--- config.mk ---
export PLATFORM = sky130hd
export DESIGN_NAME = cmctl_top
export DESIGN_NICKNAME = d
export VERILOG_FILES = /design/src/rtl/cmctl_pkg.sv /design/src/rtl/cmctl_decode.sv /design/src/rtl/cmctl_setclr.sv /design/src/rtl/cmctl_spd.sv /design/src/rtl/cmctl_top.sv
export SDC_FILE = /design/constraint.sdc
export NUM_CORES = 1
export LEC_CHECK = 0
export BUFFER_PORTS_ARGS = -buffer_cell sky130_fd_sc_hd__buf_2
export CORE_UTILIZATION = 55
export DETAILED_ROUTE_END_ITERATION = 10
export HOLD_SLACK_MARGIN = 0.08
export PLACE_DENSITY_LB_ADDON = 0.25
export SLEW_MARGIN = 20
export SYNTH_ARGS = -nofsm -noshare
export SYNTH_HDL_FRONTEND = slang
export SYNTH_SLANG_ARGS = --single-unit
--- constraint.sdc ---
create_clock -name clk -period 20.1 [get_ports clk]
set_input_delay 2.01 -clock clk [delete_from_list [all_inputs] [get_ports clk]]
set_output_delay 2.01 -clock clk [all_outputs]
set_load 0.03 [all_outputs]
--- src/rtl/cmctl_pkg.sv ---
package cmctl_pkg;

  localparam int unsigned DATA_W = 32;

  // word indices decoded by the block
  localparam int unsigned IX_ID      = 0;
  localparam int unsigned IX_PROC    = 1;
  localparam int unsigned IX_OSC     = 2;
  localparam int unsigned IX_CTRL    = 3;
  localparam int unsigned IX_STAT    = 4;
  localparam int unsigned IX_LOCK    = 5;
  localparam int unsigned IX_AUX     = 7;
  localparam int unsigned IX_SDRAM   = 8;
  localparam int unsigned IX_INIT    = 9;
  localparam int unsigned IX_FLG_SET = 12;
  localparam int unsigned IX_FLG_CLR = 13;
  localparam int unsigned IX_NV_SET  = 14;
  localparam int unsigned IX_NV_CLR  = 15;
  localparam int unsigned IX_SPD_LO  = 64;
  localparam int unsigned SPD_N      = 32;

  // control bit positions
  localparam int unsigned CB_LED   = 0;
  localparam int unsigned CB_REMAP = 2;
  localparam int unsigned CB_RESET = 3;

  localparam logic [DATA_W-1:0] ID_WORD    = 32'h411A_3001;
  localparam logic [DATA_W-1:0] STAT_WORD  = 32'h0010_0000;
  localparam logic [15:0]       UNLOCK_KEY = 16'hA05F;
  localparam logic [DATA_W-1:0] OSC_RST    = 32'h0100_0048;
  localparam logic [DATA_W-1:0] AUX_RST    = 32'h0007_FEFF;
  localparam logic [DATA_W-1:0] INIT_RST   = 32'h0000_0112;
  localparam logic [DATA_W-1:0] SDRAM_BASE = 32'h0001_1122;

  typedef struct packed {
    logic osc;
    logic ctrl;
    logic lock;
    logic aux;
    logic sdram;
    logic init;
    logic flg_set;
    logic flg_clr;
    logic nv_set;
    logic nv_clr;
  } cm_wsel_t;

  typedef enum logic [3:0] {
    RS_ZERO, RS_ID, RS_OSC, RS_CTRL, RS_STAT, RS_LOCK, RS_AUX,
    RS_SDRAM, RS_INIT, RS_FLAGS, RS_NV, RS_SPD
  } cm_rsel_t;

  function automatic logic [DATA_W-1:0] sdram_size_code(int unsigned mb);
    if (mb >= 256)      return 32'h10;
    else if (mb >= 128) return 32'h0C;
    else if (mb >= 64)  return 32'h08;
    else if (mb >= 32)  return 32'h04;
    else                return 32'h00;
  endfunction

  function automatic logic [7:0] spd_size_byte(int unsigned mb);
    if (mb >= 256)      return 8'd64;
    else if (mb >= 128) return 8'd32;
    else if (mb >= 64)  return 8'd16;
    else if (mb >= 32)  return 8'd4;
    else                return 8'd2;
  endfunction

  function automatic logic [7:0] spd_entry(logic [4:0] k, int unsigned mb);
    logic [7:0] v;
    case (k)
      5'd0:  v = 8'h80;
      5'd1:  v = 8'h08;
      5'd2:  v = 8'h04;
      5'd3:  v = 8'h0B;
      5'd4:  v = 8'h09;
      5'd5:  v = 8'h01;
      5'd6:  v = 8'h40;
      5'd8:  v = 8'h02;
      5'd9:  v = 8'hA0;
      5'd10: v = 8'hA0;
      5'd13: v = 8'h08;
      5'd15: v = 8'h01;
      5'd16: v = 8'h0E;
      5'd17: v = 8'h04;
      5'd18: v = 8'h1C;
      5'd19: v = 8'h01;
      5'd20: v = 8'h02;
      5'd21: v = 8'h20;
      5'd22: v = 8'hC0;
      5'd27: v = 8'h30;
      5'd28: v = 8'h28;
      5'd29: v = 8'h30;
      5'd30: v = 8'h28;
      5'd31: v = spd_size_byte(mb);
      default: v = 8'h00;
    endcase
    return v;
  endfunction

endpackage

--- src/rtl/cmctl_decode.sv ---
module cmctl_decode
  import cmctl_pkg::*;
#(
  parameter int unsigned IDX_W = 7
) (
  input  logic             clk,
  input  logic             rst_n,
  input  logic             wr_en,
  input  logic [IDX_W-1:0] wr_idx,
  input  logic [IDX_W-1:0] rd_idx,
  output cm_wsel_t         wsel,
  output cm_rsel_t         rsel
);

  localparam int unsigned SPD_HI = IX_SPD_LO + SPD_N - 1;

  int unsigned wi;
  int unsigned ri;

  // write strobes: at most one per cycle
  always_comb begin
    wi   = 32'(wr_idx);
    wsel = '0;
    if (wr_en) begin
      case (wi)
        IX_OSC:     wsel.osc     = 1'b1;
        IX_CTRL:    wsel.ctrl    = 1'b1;
        IX_LOCK:    wsel.lock    = 1'b1;
        IX_AUX:     wsel.aux     = 1'b1;
        IX_SDRAM:   wsel.sdram   = 1'b1;
        IX_INIT:    wsel.init    = 1'b1;
        IX_FLG_SET: wsel.flg_set = 1'b1;
        IX_FLG_CLR: wsel.flg_clr = 1'b1;
        IX_NV_SET:  wsel.nv_set  = 1'b1;
        IX_NV_CLR:  wsel.nv_clr  = 1'b1;
        default:    wsel         = '0;
      endcase
    end
  end

  // read source select
  always_comb begin
    ri = 32'(rd_idx);
    case (ri)
      IX_ID:      rsel = RS_ID;
      IX_OSC:     rsel = RS_OSC;
      IX_CTRL:    rsel = RS_CTRL;
      IX_STAT:    rsel = RS_STAT;
      IX_LOCK:    rsel = RS_LOCK;
      IX_AUX:     rsel = RS_AUX;
      IX_SDRAM:   rsel = RS_SDRAM;
      IX_INIT:    rsel = RS_INIT;
      IX_FLG_SET: rsel = RS_FLAGS;
      IX_NV_SET:  rsel = RS_NV;
      default:    rsel = (ri >= IX_SPD_LO && ri <= SPD_HI) ? RS_SPD : RS_ZERO;
    endcase
  end

  // a write reaches at most one register
  p_one_target_r11: assert property (@(posedge clk) disable iff (!rst_n)
    $onehot0(wsel));

  // an unlisted write index raises no strobe
  p_unlisted_quiet_r11: assert property (@(posedge clk) disable iff (!rst_n)
    (wr_en && (32'(wr_idx) >= 32'd32) && (32'(wr_idx) <= 32'd35)) |-> (wsel == '0));

endmodule

--- src/rtl/cmctl_setclr.sv ---
module cmctl_setclr #(
  parameter int unsigned W = 32
) (
  input  logic         clk,
  input  logic         rst_n,
  input  logic         set_en,
  input  logic         clr_en,
  input  logic [W-1:0] din,
  output logic [W-1:0] q
);

  logic [W-1:0] q_d;
  logic         q_en;

  always_comb begin
    q_en = set_en | clr_en;
    q_d  = q;
    if (set_en)      q_d = q | din;
    else if (clr_en) q_d = q & ~din;
  end

  always_ff @(posedge clk or negedge rst_n) begin
    if (!rst_n)    q <= '0;
    else if (q_en) q <= q_d;
  end

  // set write leaves every data bit set
  p_set_bits_r6: assert property (@(posedge clk) disable iff (!rst_n)
    set_en |=> ((q & $past(din)) == $past(din)));

  // clear write leaves every data bit clear
  p_clr_bits_r6: assert property (@(posedge clk) disable iff (!rst_n)
    (clr_en && !set_en) |=> ((q & $past(din)) == '0));

  // bits outside the data keep their value
  p_untouched_r6: assert property (@(posedge clk) disable iff (!rst_n)
    (set_en || clr_en) |=> ((q & ~$past(din)) == ($past(q) & ~$past(din))));

endmodule

--- src/rtl/cmctl_spd.sv ---
module cmctl_spd
  import cmctl_pkg::*;
#(
  parameter int unsigned MEM_MB = 128
) (
  input  logic [4:0]        entry,
  output logic [DATA_W-1:0] value
);

  always_comb begin
    value = {{(DATA_W-8){1'b0}}, spd_entry(entry, MEM_MB)};
  end

endmodule

--- src/rtl/cmctl_top.sv ---
module cmctl_top
  import cmctl_pkg::*;
#(
  parameter int unsigned MEM_MB = 128,
  parameter int unsigned IDX_W  = 7
) (
  input  logic              clk,
  input  logic              rst_n,
  input  logic              wr_en,
  input  logic [IDX_W-1:0]  wr_idx,
  input  logic [31:0]       wr_data,
  input  logic              rd_en,
  input  logic [IDX_W-1:0]  rd_idx,
  output logic [31:0]       rd_data,
  output logic              led_o,
  output logic              remap_o,
  output logic              rst_req_o
);

  localparam logic [DATA_W-1:0] SDRAM_RST = SDRAM_BASE | sdram_size_code(MEM_MB);
  localparam int unsigned       N_BANK    = 2;

  // reset: asserted asynchronously, released after two clock edges
  logic [1:0] rst_pipe;
  logic       rst_q;

  always_ff @(posedge clk or negedge rst_n) begin
    if (!rst_n) rst_pipe <= '0;
    else        rst_pipe <= {rst_pipe[0], 1'b1};
  end
  assign rst_q = rst_pipe[1];

  cm_wsel_t wsel;
  cm_rsel_t rsel;

  cmctl_decode #(.IDX_W(IDX_W)) u_decode (
    .clk    (clk),
    .rst_n  (rst_q),
    .wr_en  (wr_en),
    .wr_idx (wr_idx),
    .rd_idx (rd_idx),
    .wsel   (wsel),
    .rsel   (rsel)
  );

  // ---------------- plain registers ----------------
  logic [DATA_W-1:0] osc_q, osc_d;
  logic [DATA_W-1:0] aux_q, aux_d;
  logic [DATA_W-1:0] sdram_q, sdram_d;
  logic [DATA_W-1:0] init_q, init_d;
  logic [15:0]       lock_q, lock_d;
  logic              led_q, led_d;
  logic              remap_q, remap_d;
  logic              rreq_q, rreq_d;
  logic              unlocked;
  logic              osc_en, aux_en, ctrl_en;

  always_comb begin
    unlocked = (lock_q == UNLOCK_KEY);
    osc_en   = wsel.osc & unlocked;
    aux_en   = wsel.aux & unlocked;
    ctrl_en  = wsel.ctrl;
    osc_d    = wr_data;
    aux_d    = wr_data;
    sdram_d  = wr_data;
    init_d   = wr_data;
    lock_d   = wr_data[15:0];
    led_d    = wr_data[CB_LED];
    remap_d  = wr_data[CB_REMAP];
    rreq_d   = wsel.ctrl & wr_data[CB_RESET];
  end

  always_ff @(posedge clk or negedge rst_q) begin
    if (!rst_q) begin
      osc_q   <= OSC_RST;
      aux_q   <= AUX_RST;
      sdram_q <= SDRAM_RST;
      init_q  <= INIT_RST;
      lock_q  <= '0;
      led_q   <= 1'b0;
      remap_q <= 1'b0;
      rreq_q  <= 1'b0;
    end else begin
      if (osc_en)     osc_q   <= osc_d;
      if (aux_en)     aux_q   <= aux_d;
      if (wsel.sdram) sdram_q <= sdram_d;
      if (wsel.init)  init_q  <= init_d;
      if (wsel.lock)  lock_q  <= lock_d;
      if (ctrl_en) begin
        led_q   <= led_d;
        remap_q <= remap_d;
      end
      rreq_q <= rreq_d;
    end
  end

  // ---------------- flag banks ----------------
  logic [N_BANK-1:0]              set_v, clr_v;
  logic [N_BANK-1:0][DATA_W-1:0]  bank_q;

  assign set_v = {wsel.nv_set, wsel.flg_set};
  assign clr_v = {wsel.nv_clr, wsel.flg_clr};

  for (genvar g = 0; g < N_BANK; g++) begin : g_flagbank
    cmctl_setclr #(.W(DATA_W)) u_bank (
      .clk    (clk),
      .rst_n  (rst_q),
      .set_en (set_v[g]),
      .clr_en (clr_v[g]),
      .din    (wr_data),
      .q      (bank_q[g])
    );
  end

  // ---------------- presence-detect window ----------------
  logic [DATA_W-1:0] spd_val;

  cmctl_spd #(.MEM_MB(MEM_MB)) u_spd (
    .entry (rd_idx[4:0]),
    .value (spd_val)
  );

  // ---------------- read path ----------------
  logic [DATA_W-1:0] rd_d;
  logic [DATA_W-1:0] rd_q;

  always_comb begin
    case (rsel)
      RS_ID:    rd_d = ID_WORD;
      RS_OSC:   rd_d = osc_q;
      RS_CTRL:  rd_d = {{(DATA_W-3){1'b0}}, remap_q, 1'b0, led_q};
      RS_STAT:  rd_d = STAT_WORD;
      RS_LOCK:  rd_d = {{(DATA_W-17){1'b0}}, unlocked, lock_q};
      RS_AUX:   rd_d = aux_q;
      RS_SDRAM: rd_d = sdram_q;
      RS_INIT:  rd_d = init_q;
      RS_FLAGS: rd_d = bank_q[0];
      RS_NV:    rd_d = bank_q[1];
      RS_SPD:   rd_d = spd_val;
      default:  rd_d = '0;
    endcase
  end

  always_ff @(posedge clk or negedge rst_q) begin
    if (!rst_q)     rd_q <= '0;
    else if (rd_en) rd_q <= rd_d;
  end

  assign rd_data   = rd_q;
  assign led_o     = led_q;
  assign remap_o   = remap_q;
  assign rst_req_o = rreq_q;

  // ---------------- assertions ----------------
  // a write while locked leaves the oscillator unchanged
  p_osc_locked_r3: assert property (@(posedge clk) disable iff (!rst_q)
    (wr_en && (wr_idx == IDX_W'(IX_OSC)) && (lock_q != UNLOCK_KEY)) |=> $stable(osc_q));

  // same for the auxiliary oscillator
  p_aux_locked_r3: assert property (@(posedge clk) disable iff (!rst_q)
    (wr_en && (wr_idx == IDX_W'(IX_AUX)) && (lock_q != UNLOCK_KEY)) |=> $stable(aux_q));

  // control write sets the remap and LED outputs
  p_ctrl_outputs_r4: assert property (@(posedge clk) disable iff (!rst_q)
    (wr_en && (wr_idx == IDX_W'(IX_CTRL))) |=>
      ((remap_o == $past(wr_data[CB_REMAP])) && (led_o == $past(wr_data[CB_LED]))));

  // reset request follows a control write with bit 3
  p_rreq_raise_r5: assert property (@(posedge clk) disable iff (!rst_q)
    (wr_en && (wr_idx == IDX_W'(IX_CTRL)) && wr_data[CB_RESET]) |=> rst_req_o);

  // no request without such a write
  p_rreq_only_r5: assert property (@(posedge clk) disable iff (!rst_q)
    !(wr_en && (wr_idx == IDX_W'(IX_CTRL)) && wr_data[CB_RESET]) |=> !rst_req_o);

  // unlocked key reads with the extra flag bit
  p_lock_read_r2: assert property (@(posedge clk) disable iff (!rst_q)
    (rd_en && (rd_idx == IDX_W'(IX_LOCK)) && (lock_q == UNLOCK_KEY)) |=> (rd_data == 32'h0001_A05F));

  // voltage indices read zero
  p_volt_zero_r11: assert property (@(posedge clk) disable iff (!rst_q)
    (rd_en && (32'(rd_idx) >= 32'd32) && (32'(rd_idx) <= 32'd35)) |=> (rd_data == '0));

  // read data holds without a read request
  p_rd_hold_r12: assert property (@(posedge clk) disable iff (!rst_q)
    !rd_en |=> $stable(rd_data));

endmodule

* After elaboration in Yosys (flattened, before gate mapping)
Cells that the tools add are included.
Storage, ports and cells: input port bits 50, logic and storage cells 112, output and inout bits 35, register bits 245, latch bits 0, bits in writable memories 0, memories kept 0, ROM bits 0
Cells by class: multiplexer cells 19, divide/modulo/power cells 0, shift operators 0, reduce and logical (&&, ||, !) cells 15, multipliers 0, eq/ne operators 54, $add $sub $neg 0, magnitude comparators 2, bitwise logic cells 10
Operator list (number):
- one-hot mux 32 bit (11 select lines) | 1
- two-way mux 32 bit | 4
- one-hot mux 8 bit (15 select lines) | 1
- == test 7 x 4 -> 1 bit (second input constant) | 10
- AND 32 bit | 2
- OR 32 bit | 2
- == test 5 bit (second input constant) | 12
- one-hot mux 4 bit (10 select lines) | 1
- == test 7 x 3 -> 1 bit (second input constant) | 5
- inverter 32 bit | 1
- == test 7 x 2 -> 1 bit (second input constant) | 4
- == test 5 x 4 -> 1 bit (second input constant) | 5
- == test 16 bit (second input constant) | 1
- == test 4 x 3 -> 1 bit (second input constant) | 4
- == test 4 bit (second input constant) | 4
- == test 5 x 3 -> 1 bit (second input constant) | 3
- OR reduction 2 bit | 7
- == test 5 x 2 -> 1 bit (second input constant) | 2
- two-way mux 1 bit | 10
- two-way mux 10 bit | 1
- == test 4 x 2 -> 1 bit (second input constant) | 2
- greater-or-equal comparator 7 bit (second input constant) | 1
- <= comparator 7 bit (second input constant) | 1
- logical NOT 7 bit | 1
- other kinds (10) | 15

* Longest topological paths before layout
word-level depth 6, depth in mapped cells 9, depth with buffers taken out 5

* Hierarchy
Synthesis repeated with hierarchy kept, for this count alone.
Unflattened totals: cell total of the unflattened synthesis 973, area, all modules 11836.4 µm²
By module, submodules not included:
- cmctl_top | seq. area each 4568.1 µm², instances 1, area each 8627.0 µm², cells each 667
- cmctl_setclr | seq. area each 800.8 µm², instances 2, area each 1249.9 µm², cells each 102
- cmctl_spd | seq. area each 0.0 µm², instances 1, area each 473.0 µm², cells each 66
- cmctl_decode | seq. area each 0.0 µm², instances 1, area each 236.5 µm², cells each 36

* Worst setup path after synthesis
Ideal clock, no wire load.
path kind input -> register, start point in wr_idx[6], end point reg sdram_q[10], stages 5, required time 19975 ps, path slack 16464 ps, arrival 3511 ps, path through nand2b_1 or4b_4 nor4_4 buf_4 mux2_2
On the way: longest elaborated chain between the ends 3
RTL lines:
- start: declaration | line cmctl_top.sv:10 | input logic [IDX_W-1:0] wr_idx,
- == test 7 x 4 -> 1 bit | line cmctl_decode.sv:25 | case (wi)
- two-way mux 1 bit | line cmctl_decode.sv:25
- two-way mux 10 bit | line cmctl_decode.sv:24 | if (wr_en) begin
- end signal: assignment | line cmctl_top.sv:86 | if (wsel.sdram) sdram_q <= sdram_d;
- end: declaration | line cmctl_top.sv:49 | logic [DATA_W-1:0] sdram_q, sdram_d;
No other way between the ends. A chain may end at the register's enable or synchronous reset.

* Worst setup path in the final report
start point in rd_idx[3], end point reg rd_q[2], in the netlist rd_data[2]
On the way: longest elaborated chain between the ends 6, elaborated cells on any way between the ends 60, those cells by class order compare (2); eq/ne (43); mux (4); reduce/logical (11)
RTL lines:
- start: declaration | line cmctl_top.sv:13 | input logic [IDX_W-1:0] rd_idx,
- greater-or-equal comparator 7 bit or <= comparator 7 bit (tied branches) | line cmctl_decode.sv:55 | default: rsel = (ri >= IX_SPD_LO && ri <= SPD_HI) ? RS_SPD : RS_ZERO;
- logical AND 1 bit | line cmctl_decode.sv:55
- two-way mux 4 bit | line cmctl_decode.sv:55
- one-hot mux 4 bit (10 select lines) | line cmctl_decode.sv:44 | case (ri)
- == test 4 bit, or another cell as far along | line cmctl_top.sv:128 | case (rsel)
- one-hot mux 32 bit (11 select lines) (*) | line cmctl_top.sv:128
- end signal: assignment | line cmctl_top.sv:146 | else if (rd_en) rd_q <= rd_d;
- end: declaration | line cmctl_top.sv:125 | logic [DATA_W-1:0] rd_q;
Every way passes the cells marked *; elsewhere a longest branch is shown, timed or not.

==> flow_metrics.py <==
metrics = {
    "outcome": {
        "status": "completed",
    },
    "layout": {
        "final_nets": 1137,
        "drive_gt1_frac": 0.3105,
        "final_common_cell": "dfrtp_1",
        "antenna_cells": 0,
        "layout.cells.non_filler": 1383,
        "layout_common_cells": "dfrtp_1 (213), mux2_2 (115), nand2_1 (114)",
        "area_growth_pct": 13.78,
    },
    "logic_synthesis": {
        "syn-instance-count": 1028,
        "synth_top_flop_cell": "dfrtp_1",
        "synth_fp_nets": 1078,
        "seq_area_frac_synth": 0.5199,
        "ys_seq_elements": 245,
        "synth_top_area_share": 0.4513,
        "synthTopCellsByArea": "dfrtp_1 (45%), mux2_2 (11%), dfstp_2 (6.9%), mux2i_1 (6.0%), nand2_1 (3.6%)",
        "synth.distinct_cells": 67,
        "avgSynthCellArea_um2": 11.54,
        "ys_warn_count": 0,
        "synthArstFlopShare": 1.000,
        "synth_edf_count": 0,
        "synthesis.area_um2": 11870,
        "synth_top_area_cell": "dfrtp_1",
    },
    "pwr": {
        "p_leak_nw": 6.876,
        "comb_power_share": 0.084,
        "p_int_uw": 900.3,
        "seqPwrFrac": 0.453,
        "p_per_area_nw_per_um2": 87.82,
        "clockPowerShare": 0.463,
        "swShare": 0.2407,
        "vdd_ir_drop_max_mv": 0.06762,
        "total_power_mw": 1.186,
        "p_sw_uw": 285.4,
    },
    "placed_design": {
        "port_buffers": 84,
        "dp.cells": 1332,
        "gp_congestion": 0.8485,
        "pre_cts_slack_ns": 15.29,
        "dp_hpwl_um": 18820,
    },
    "setup_path": {
        "crit_start": "rd_idx[3]",
        "start_kind": "input port",
        "slowest_delay_ns": 0.76,
        "critPathCaptureType": "flip-flop",
        "cp_data_arrival_time_ns": 4.71,
        "crit_chain": "buf_2, buf_4, nor2b_1, a22o_1, or3_1, and2_1, o221ai_1",
        "slowest_stage": "nor2b_1",
        "crit_type": "input port to flip-flop",
        "critPathTopFamily": "simple AND/OR/NAND/NOR gates",
        "path_buf_inv": 2,
        "cp_max_fo": 55,
        "critPathRequiredTime_ns": 20.48,
        "r2r-start": "lock_q[8]$_DFFE_PN0P_",
    },
    "floorplan": {
        "core-area_um2": 21090,
        "die_area_um2": 22170,
        "chipHeight_um": 148.9,
        "start_util": 0.5627,
        "die_x_um": 148.9,
        "rows": 53,
        "pin_count": 85,
    },
    "drt": {
        "via_per_inst": 6.228,
        "drc": 0,
        "num_vias": 8613,
        "antenna_left": 0,
        "wl_per_cell_um": 22.63,
        "drt-initial-drc-count": 816,
        "firstDrtPassIters": 5,
        "wl_um": 31290,
    },
    "cts": {
        "cts_tree": "done",
        "cts.sinks": 245,
        "post_cts_buffers": 0,
        "clk_path_buf_depth": 3,
        "numCtsBuffers": 27,
        "clk_pin_slew_ns": 0.06,
        "cts_root_buf": "clkbuf_16",
        "htreeDepth": 1,
        "hold_buffers": 0,
        "ctsResizeCount": 0,
        "clock_latency_ns": 0.53,
    },
    "sta": {
        "finalWorstSetupSlack_ns": 15.77,
        "period_needed_ns": 4.333,
        "rsz0062_at_grt": "false",
        "setup_viol": 0,
        "slew_viol_final": 0,
        "fin_worst_skew_ns": 0.01006,
        "slew-limit-headroom": 0.2657,
        "timing.final.crit_share": 0.2156,
        "max_freq_mhz": 230.8,
        "whs_ns": 0.2392,
        "hold_viol": 0,
        "timing.setup.tns_ns": 0,
        "worst_pin_slew_ns": 1.099,
    },
    "grt": {
        "grt_remaining_overflow": 0,
        "grt_pass1_vias": 8579,
        "gr-usage-all-layers": 0.2902,
        "grt_pass1_wl_um": 49330,
        "antenna_found_initial": 1,
        "grt_max_degree": 79,
    },
    "flow_run": {
        "maxCapViolCount": 0,
    },
    "hold_path": {
        "hold_class": "flip-flop to asynchronous set/reset pin",
    },
}
[logic make-up (layout without fill, tap and decap cells)]
logic type,count (synthesis),count (layout),share of synthesized area
and+or+nand+nor,221,221,0.09732
DFF,245,245,0.5199
other,1,1,0.0003160
muxes,217,217,0.2073
AOI/OAI and AO/OA,196,196,0.1208
buffers and inverters,147,227,0.05356
xor gates and xnor gates,1,1,0.0007382
[synth_stat cells, types with 5 or more instances]
| master | instances |
|---|---|
| a21o_1 | 11 |
| a21oi_1 | 21 |
| a22o_1 | 16 |
| a22oi_1 | 43 |
| a31oi_1 | 21 |
| a32oi_1 | 6 |
| and3_1 | 10 |
| buf_1 | 9 |
| buf_2 | 31 |
| buf_4 | 6 |
| clkbuf_1 | 26 |
| dfrtp_1 | 214 |
| dfstp_2 | 31 |
| inv_1 | 71 |
| mux2_2 | 115 |
| mux2_4 | 28 |
| mux2i_1 | 71 |
| nand2_1 | 114 |
| nand2b_1 | 6 |
| nand3_1 | 15 |
| nand3b_1 | 5 |
| nand4_1 | 5 |
| nor2_1 | 13 |
| nor2b_1 | 13 |
| nor3_1 | 6 |
| o211ai_1 | 7 |
| o21ai_0 | 20 |
| o221ai_1 | 10 |
| o2bb2ai_1 | 12 |
[cell type report]
class                      count  area, um2
multi-input combinational    636       5124
clock buffer                  36      759.5
clock inverter                14      232.7
tap                          275      344.1
sequential                   245       6173
fill                        1630       7586
inverter                      72      270.3
timing repair buffer         105      598.1
[per-stage QoR]
stage               utilization  area, um2
floorplan                     -      11870
global placement         0.5916      12480
detailed placement       0.5916      12480
CTS                      0.6387      13470
global route             0.6403      13500
finish                   0.6403      13500
[power by group through the flow]
stage          logic, mW  registers [mW]  clock network, mW
6_report          0.0991           0.537              0.549
5_1_grt            0.108           0.540              0.577
4_1_cts           0.0981           0.537              0.554
3_5_place_dp      0.0975           0.546                  0
3_3_place_gp      0.0953           0.545                  0
2_1_floorplan     0.0543           0.550                  0
[per-layer routing]
layer	track usage	up-vias	part of all wire
met4	0.08418	2	0.021
met3	0.03425	58	0.062
met2	0.4477	314	0.46
met5	0	-	0.00038
li1	-	3798	-
met1	0.4311	4441	0.45
[worst reg2reg max path, cell delays in order (launching register included)]
cell and delay (ns):
dfrtp_1 0.41, or4b_1 0.54, nor3_2 0.38, nand4_4 0.89
mux2_4 0.65
[path summary, 6_finish.rpt]
path                                                to  slack [ns]  depth (start not counted)
worst max-delay path            rd_data[2]$_DFFE_PN0P_       15.77                          7
worst min-delay path             aux_q[21]$_DFFE_PN0P_        0.24                          0
worst max register to register   osc_q[27]$_DFFE_PN0P_       17.10                          4
worst min register to register   aux_q[21]$_DFFE_PN0P_        0.24                          0
max in group asynchronous        osc_q[28]$_DFFE_PN0P_       17.80                          2
min in group clk                 rst_pipe[1]$_DFF_PN0_        0.36                          0
Power figures use the tool's default switching activity.
